<file path="src/rtl/mac_pkg.sv">
package mac_pkg;

  localparam int INSTR_W = 32;

  localparam logic [5:0] MAJOR_GROUP = 6'b000000;
  localparam logic [5:0] FN_ACC32    = 6'b101000;
  localparam logic [5:0] FN_ACC64    = 6'b101001;

  typedef enum logic [4:0] {
    SEL_ACC_QUIET  = 5'b00000,
    SEL_ACC_LO_S   = 5'b00010,
    SEL_ACC_LO_U   = 5'b00011,
    SEL_MUL_LO_S   = 5'b00100,
    SEL_MUL_LO_U   = 5'b00101,
    SEL_ACC_HI_S   = 5'b01010,
    SEL_ACC_HI_U   = 5'b01011,
    SEL_MUL_HI_S   = 5'b01100,
    SEL_MUL_HI_U   = 5'b01101
  } mac_sel_e;

  typedef struct packed {
    logic legal;
    logic is_signed;
    logic accumulate;
    logic wb_high;
    logic wb_req;
    logic full_lo;
  } mac_ctrl_t;

endpackage

</file>
<file path="src/rtl/mac_decode.sv">
module mac_decode
  import mac_pkg::*;
#(
  parameter int IDX_W = 5
) (
  input  logic [INSTR_W-1:0] instr,
  output mac_ctrl_t          ctrl,
  output logic [IDX_W-1:0]   dst
);

  logic [5:0] major;
  logic [5:0] fn;
  logic [4:0] sel;

  assign major = instr[31:26];
  assign fn    = instr[5:0];
  assign sel   = instr[10:6];
  assign dst   = instr[15:11];

  always_comb begin
    ctrl = '0;
    if (major == MAJOR_GROUP && fn == FN_ACC32) begin
      case (sel)
        SEL_ACC_QUIET: begin
          if (dst == '0) begin
            ctrl.legal      = 1'b1;
            ctrl.is_signed  = 1'b1;
            ctrl.accumulate = 1'b1;
          end
        end
        SEL_ACC_LO_S, SEL_ACC_LO_U, SEL_MUL_LO_S, SEL_MUL_LO_U,
        SEL_ACC_HI_S, SEL_ACC_HI_U, SEL_MUL_HI_S, SEL_MUL_HI_U: begin
          ctrl.legal      = 1'b1;
          ctrl.is_signed  = ~sel[0];
          ctrl.accumulate = ~sel[2];
          ctrl.wb_high    = sel[3];
          ctrl.wb_req     = 1'b1;
        end
        default: ctrl = '0;
      endcase
    end else if (major == MAJOR_GROUP && fn == FN_ACC64 &&
                 dst == '0 && sel == 5'b00000) begin
      ctrl.legal      = 1'b1;
      ctrl.is_signed  = 1'b1;
      ctrl.accumulate = 1'b1;
      ctrl.full_lo    = 1'b1;
    end
  end

endmodule

</file>
<file path="src/rtl/mac_mul_stage.sv">
module mac_mul_stage
  import mac_pkg::*;
#(
  parameter int OPW   = 32,
  parameter int IDX_W = 5
) (
  input  logic               clk,
  input  logic               rst_n,
  input  logic               fire,
  input  mac_ctrl_t          ctrl,
  input  logic [IDX_W-1:0]   dst,
  input  logic [OPW-1:0]     op_a,
  input  logic [OPW-1:0]     op_b,
  output logic               s1_valid,
  output mac_ctrl_t          s1_ctrl,
  output logic [IDX_W-1:0]   s1_dst,
  output logic [2*OPW-1:0]   s1_prod
);

  localparam int EXT_W  = OPW + 1;
  localparam int FULL_W = 2 * EXT_W;
  localparam int PROD_W = 2 * OPW;

  logic signed [EXT_W-1:0]  ext_a, ext_b;
  logic signed [FULL_W-1:0] wide_a, wide_b, prod_full;

  logic               valid_d;
  mac_ctrl_t          ctrl_d;
  logic [IDX_W-1:0]   dst_d;
  logic [PROD_W-1:0]  prod_d;

  // One extra bit lets a single signed multiplier cover both signednesses.
  always_comb begin
    ext_a     = {ctrl.is_signed & op_a[OPW-1], op_a};
    ext_b     = {ctrl.is_signed & op_b[OPW-1], op_b};
    wide_a    = {{EXT_W{ext_a[EXT_W-1]}}, ext_a};
    wide_b    = {{EXT_W{ext_b[EXT_W-1]}}, ext_b};
    prod_full = wide_a * wide_b;
  end

  always_comb begin
    valid_d = fire;
    ctrl_d  = s1_ctrl;
    dst_d   = s1_dst;
    prod_d  = s1_prod;
    if (fire) begin
      ctrl_d = ctrl;
      dst_d  = dst;
      prod_d = prod_full[PROD_W-1:0];
    end
  end

  always_ff @(posedge clk or negedge rst_n) begin
    if (!rst_n) begin
      s1_valid <= 1'b0;
      s1_ctrl  <= '0;
      s1_dst   <= '0;
      s1_prod  <= '0;
    end else begin
      s1_valid <= valid_d;
      s1_ctrl  <= ctrl_d;
      s1_dst   <= dst_d;
      s1_prod  <= prod_d;
    end
  end

endmodule

</file>
<file path="src/rtl/mac_acc_stage.sv">
module mac_acc_stage
  import mac_pkg::*;
#(
  parameter int XLEN  = 64,
  parameter int IDX_W = 5
) (
  input  logic              clk,
  input  logic              rst_n,
  input  logic              s1_valid,
  input  mac_ctrl_t         s1_ctrl,
  input  logic [IDX_W-1:0]  s1_dst,
  input  logic [XLEN-1:0]   s1_prod,
  output logic [XLEN-1:0]   hi_q,
  output logic [XLEN-1:0]   lo_q,
  output logic              wb_en_q,
  output logic [IDX_W-1:0]  wb_idx_q,
  output logic [XLEN-1:0]   wb_data_q,
  output logic              done_q,
  output logic              rsv_q
);

  localparam int HW = XLEN / 2;

  logic [XLEN-1:0] acc_q, acc_d;
  logic [XLEN-1:0] hi_d, lo_d;
  logic [XLEN-1:0] base, sum;
  logic [HW-1:0]   half;
  logic            upd;
  logic            wb_en_d, done_d, rsv_d;
  logic [IDX_W-1:0] wb_idx_d;
  logic [XLEN-1:0] wb_data_d;

  // acc_q mirrors {hi[HW-1:0], lo[HW-1:0]} and feeds the next instruction directly.
  always_comb begin
    upd  = s1_valid & s1_ctrl.legal;
    base = s1_ctrl.accumulate ? acc_q : '0;
    sum  = base + s1_prod;
    half = s1_ctrl.wb_high ? sum[XLEN-1:HW] : sum[HW-1:0];
  end

  always_comb begin
    hi_d  = hi_q;
    lo_d  = lo_q;
    acc_d = acc_q;
    if (upd) begin
      if (s1_ctrl.full_lo) begin
        lo_d  = sum;
        acc_d = {acc_q[XLEN-1:HW], sum[HW-1:0]};
      end else begin
        hi_d  = {hi_q[XLEN-1:HW], sum[XLEN-1:HW]};
        lo_d  = {lo_q[XLEN-1:HW], sum[HW-1:0]};
        acc_d = sum;
      end
    end
  end

  always_comb begin
    done_d    = s1_valid;
    rsv_d     = s1_valid & ~s1_ctrl.legal;
    wb_en_d   = upd & s1_ctrl.wb_req & (s1_dst != '0);
    wb_idx_d  = wb_idx_q;
    wb_data_d = wb_data_q;
    if (upd && s1_ctrl.wb_req) begin
      wb_idx_d  = s1_dst;
      wb_data_d = {{(XLEN-HW){half[HW-1]}}, half};
    end
  end

  always_ff @(posedge clk or negedge rst_n) begin
    if (!rst_n) begin
      hi_q  <= '0;
      lo_q  <= '0;
      acc_q <= '0;
    end else if (upd) begin
      hi_q  <= hi_d;
      lo_q  <= lo_d;
      acc_q <= acc_d;
    end
  end

  always_ff @(posedge clk or negedge rst_n) begin
    if (!rst_n) begin
      wb_en_q   <= 1'b0;
      wb_idx_q  <= '0;
      wb_data_q <= '0;
      done_q    <= 1'b0;
      rsv_q     <= 1'b0;
    end else begin
      wb_en_q   <= wb_en_d;
      wb_idx_q  <= wb_idx_d;
      wb_data_q <= wb_data_d;
      done_q    <= done_d;
      rsv_q     <= rsv_d;
    end
  end

endmodule

</file>
<file path="src/rtl/mac_unit.sv">
module mac_unit
  import mac_pkg::*;
#(
  parameter int XLEN  = 64,
  parameter int IDX_W = 5
) (
  input  logic              clk,
  input  logic              rst_n,
  input  logic              in_valid,
  output logic              in_ready,
  input  logic [31:0]       in_instr,
  input  logic [XLEN-1:0]   in_rs,
  input  logic [XLEN-1:0]   in_rt,
  output logic              wb_en,
  output logic [IDX_W-1:0]  wb_idx,
  output logic [XLEN-1:0]   wb_data,
  output logic              done,
  output logic              reserved,
  output logic [XLEN-1:0]   hi,
  output logic [XLEN-1:0]   lo
);

  localparam int OPW = XLEN / 2;

  logic             rdy_q, rdy_d;
  logic             fire;
  mac_ctrl_t        dec_ctrl;
  logic [IDX_W-1:0] dec_dst;
  logic             s1_valid;
  mac_ctrl_t        s1_ctrl;
  logic [IDX_W-1:0] s1_dst;
  logic [XLEN-1:0]  s1_prod;

  always_comb begin
    rdy_d = 1'b1;
    fire  = in_valid & rdy_q;
  end

  always_ff @(posedge clk or negedge rst_n) begin
    if (!rst_n) rdy_q <= 1'b0;
    else        rdy_q <= rdy_d;
  end

  assign in_ready = rdy_q;

  mac_decode #(.IDX_W(IDX_W)) u_dec (
    .instr (in_instr),
    .ctrl  (dec_ctrl),
    .dst   (dec_dst)
  );

  mac_mul_stage #(.OPW(OPW), .IDX_W(IDX_W)) u_mul (
    .clk      (clk),
    .rst_n    (rst_n),
    .fire     (fire),
    .ctrl     (dec_ctrl),
    .dst      (dec_dst),
    .op_a     (in_rs[OPW-1:0]),
    .op_b     (in_rt[OPW-1:0]),
    .s1_valid (s1_valid),
    .s1_ctrl  (s1_ctrl),
    .s1_dst   (s1_dst),
    .s1_prod  (s1_prod)
  );

  mac_acc_stage #(.XLEN(XLEN), .IDX_W(IDX_W)) u_acc (
    .clk       (clk),
    .rst_n     (rst_n),
    .s1_valid  (s1_valid),
    .s1_ctrl   (s1_ctrl),
    .s1_dst    (s1_dst),
    .s1_prod   (s1_prod),
    .hi_q      (hi),
    .lo_q      (lo),
    .wb_en_q   (wb_en),
    .wb_idx_q  (wb_idx),
    .wb_data_q (wb_data),
    .done_q    (done),
    .rsv_q     (reserved)
  );

endmodule

</file>
<file path="config.mk">
export PLATFORM = sky130hd
export DESIGN_NAME = mac_unit
export DESIGN_NICKNAME = d
export VERILOG_FILES = /design/src/rtl/mac_pkg.sv /design/src/rtl/mac_decode.sv /design/src/rtl/mac_mul_stage.sv /design/src/rtl/mac_acc_stage.sv /design/src/rtl/mac_unit.sv
export SDC_FILE = /design/constraint.sdc
export NUM_CORES = 2
export LEC_CHECK = 0
export ABC_AREA = 1
export BUFFER_PORTS_ARGS = -buffer_cell sky130_fd_sc_hd__buf_2
export CELL_PAD_IN_SITES_DETAIL_PLACEMENT = 1
export CELL_PAD_IN_SITES_GLOBAL_PLACEMENT = 2
export CORE_UTILIZATION = 25
export CTS_BUF_LIST = sky130_fd_sc_hd__clkbuf_8
export DETAILED_ROUTE_END_ITERATION = 6
export GPL_TIMING_DRIVEN = 1
export PLACE_DENSITY = 0.59
export SLEW_MARGIN = 25
export SYNTH_ARGS = -nofsm -noshare
export SYNTH_HDL_FRONTEND = slang
export SYNTH_SLANG_ARGS = --single-unit
</file>
<file path="constraint.sdc">
create_clock -name clk -period 2.45 [get_ports clk]
set_clock_uncertainty 0.1 [all_clocks]
set_input_delay 0.245 -clock clk [delete_from_list [all_inputs] [get_ports clk]]
set_output_delay 0.245 -clock clk [all_outputs]
set_load 0.01 [all_outputs]
</file>
==> metrics.md <==
| Metric | Value |
|---|---|
| Dpl cell area | 0.0682 mm^2 |
| CP arrival | 7590 ps |
| Avg WL per Cell | 20.7 um |
| Final slew viol count | 0 |
| Final setup fails | 180 |
| Hold slack | 40.9 ps |
| Nets | 9874 |
| Initial antenna violation count | 11 |
| Max-cap violations | 0 |
| Post-synth cell types | 59 |
| Worst skew pair latency | 640 ps |
| Design Area, Final | 0.0751 mm^2 |
| Final setup margin | -4730 ps |
| First-pass GRT wire length | 350 mm |
| Hold WC Path Type | in -> async |
| Fmax | 0.139 GHz |
| Detailed-route wire length | 231 mm |
| Die W | 466 um |
| Final critical-path share of the clock period | 2.93 |
| Post-synth top area share | 0.419 |
| Post-synth EDFFs | 0 |
| 1st-iter DRT viols | 2254 |
| Post-route DRC violation count | 0 |
| Die Area | 0.217 mm^2 |
| Cells after Synth | 6999 |
| Row count | 169 |
| Measured slew at the worst slew-check pin | 744 ps |
| Outcome | complete, but fails checks |
| Clk slew on worst S/H paths | 60 ps |
| Violated checks | negative setup slack |
| Setup CP Type | in -> reg |
| H-tree depth | 2 |
| Largest net degree at the start of global routing | 89 |
| Port Buf Inserts | 257 |
| Detailed placer's ending HPWL | 199 mm |
| Synth-to-layout area growth | 39.6% |
| Deepest clock path buffer count | 3 |
| Cell taking the most area after synthesis | fa_1 |
| Slew margin rel. | 0.504 |
| IO Pins | 364 |
| Final hold vios | 0 |
| Crit path required time | 2860 ps |
| Critical Path Slowest Stage Cell | fa_2 |
| Die Ht | 466 um |
| RSZ-0062 raised after global routing | true |
| Via count | 49.0k |
| Yosys reg bits | 212 |
| Area of the core | 0.213 mm^2 |
| CP startpoint kind | input port |
| Placer Congestion | 0.896 |
| Async SR Flop Fraction | 1.00 |
| Minimum clock period | 7180 ps |
| Via density | 4.39 |
| Vias in the first global route | 54.8k |
| Average cell area after synthesis | 7.69 um^2 |
| Cell area after synthesis | 0.0538 mm^2 |
| CTS tree | yes |
| Ys Warns | 0 |
| Final ANT Viol Nets | 0 |
| Sequential share of the synthesized area | 0.0985 |
| Max incr delay on CP | 630 ps |
| TritonCTS sink count | 212 |
| GRT Total Usage | 0.214 |
| Largest fanout on the critical path | 5 |
| Total grt overflow | 0 |
| Place WS | -6040 ps |
| First-pass DRT Iterations | 5 |
| CTS Buf Count | 43 |
| Critical Path End Type | flip-flop |
| Synth top area cells | fa_1 (42%), nand2_1 (13%), inv_1 (13%) |
| Root Buffer | clkbuf_8 |
| Fill cells | 25.2k |
| Starting Density | 0.253 |
| Post-layout util | 0.353 |
| Commonest non-fill, non-tap cell in the layout | nand2_1 |
| Layout cells sized above 1 | 0.311 |
| Ys flop type | dfrtp_1 |
| Most frequent cells in the layout | nand2_1 (1739), inv_1 (1694), buf_4 (1107) |
## per-layer routing
| metal | vias to the layer above | track usage | part of all wire |
|---|---|---|---|
| met5 | - | 0 | 0 |
| met1 | 25400 | 0.302 | 0.48 |
| li1 | 22800 | - | - |
| met3 | 136 | 0.0148 | 0.029 |
| met2 | 677 | 0.364 | 0.48 |
| met4 | 0 | 0.0318 | 0.017 |
## registers in the layout (all words and copies together), names as in the netlist
| register | cells |
|---|---|
| in_ready | 1 |
| u_acc.done_q | 1 |
| u_acc.hi_q | 32 |
| u_acc.lo_q | 64 |
| u_acc.rsv_q | 1 |
| u_acc.wb_data_q | 32 |
| u_acc.wb_en_q | 1 |
| u_acc.wb_idx_q | 5 |
| u_mul.s1_ctrl | 5 |
| u_mul.s1_dst | 5 |
| u_mul.s1_prod | 64 |
| u_mul.s1_valid | 1 |
## per-stage QoR
stage	instances	setup TNS [ps]
finish	11200	-304950
global route	11200	-336930
CTS	11100	-303580
detailed placement	10900	-375800
global placement	10900	-369630
floorplan	7030	-226400
## cells by family after synthesis
logic type,count (synthesis),synth area share
adders and majority gates,1401,0.483
xor gates and xnor gates,47,0.00779
buffers and inverters,2180,0.157
other,2,0.000140
AOI/OAI and AO/OA,521,0.0555
and+or+nand+nor,2636,0.198
DFF,212,0.0985
## final timing paths
kind	endpoint	start	depth (start not counted)	slack [ps]
setup / recovery	u_mul.s1_prod[62]	in_instr[5]	34	-4730
setup reg to reg	u_acc.wb_data_q[25]	u_mul.s1_ctrl[3]	18	-930
max in group asynchronous	u_mul.s1_prod[48]	rst_n	3	1520
hold / removal	u_acc.wb_data_q[8]	rst_n	2	40
hold reg to reg	u_acc.done_q	u_mul.s1_valid	0	310
min in group clk	u_mul.s1_ctrl[1]	in_instr[0]	5	90
## area by class of cell
cell class | count | area [um^2] | area share
Antenna cell | 3 | 7.51 | 0.0000999
Clock buffer | 52 | 716 | 0.00952
Clock inverter | 22 | 121 | 0.00162
Inverter | 1819 | 6870 | 0.0915
Multi-Input combinational cell | 4638 | 44900 | 0.598
Sequential cell | 212 | 5310 | 0.0706
Tap cell | 2821 | 3530 | 0.0470
Timing Repair Buffer | 1596 | 13700 | 0.182
## Yosys cell counts, types with 4 or more instances
library cell  count
o21a_1           25
or2_0             4
a21oi_2           9
nand3_1         247
nor3_1           30
o21ai_0         167
inv_1          1804
or2_1            12
xor2_1           16
ha_1            275
clkbuf_1        278
a21oi_1         185
o21bai_1         13
buf_4            65
a21o_1           15
buf_2            10
nand4_1          25
fa_1           1126
nor2_2           20
nand2_2          30
buf_1             4
or2_2            13
nor3_2            6
o211ai_1          8
inv_2            14
dfrtp_1         212
a31oi_1          48
o21ai_2           8
nor2_1          355
nor4_1            4
o31ai_1           8
o21ai_1          21
nand2_1        1871
nand3b_1          5
xnor2_1          30
## critical path, delay by kind of cell
| family | cells | cell delay [ps] |
|---|---|---|
| adder cells (fa/ha/maj) | 9 | 4580 |
| buffers and inverters | 10 | 1020 |
| AND/OR/NAND/NOR | 15 | 1720 |
## timing repair
action | CTS | global route
endpoints found under the hold margin | 220 | 0
setup buffers | 115 | 55
gates resized for setup | 726 | 411
pin swaps | 260 | 225
setup endpoints to repair | 180 | 183
hold buffers | 12 | 0
gates cloned | 10 | 4
Power is not shown: default switching activity piles up to over one toggle a cycle in this logic, so the estimate is an artifact.
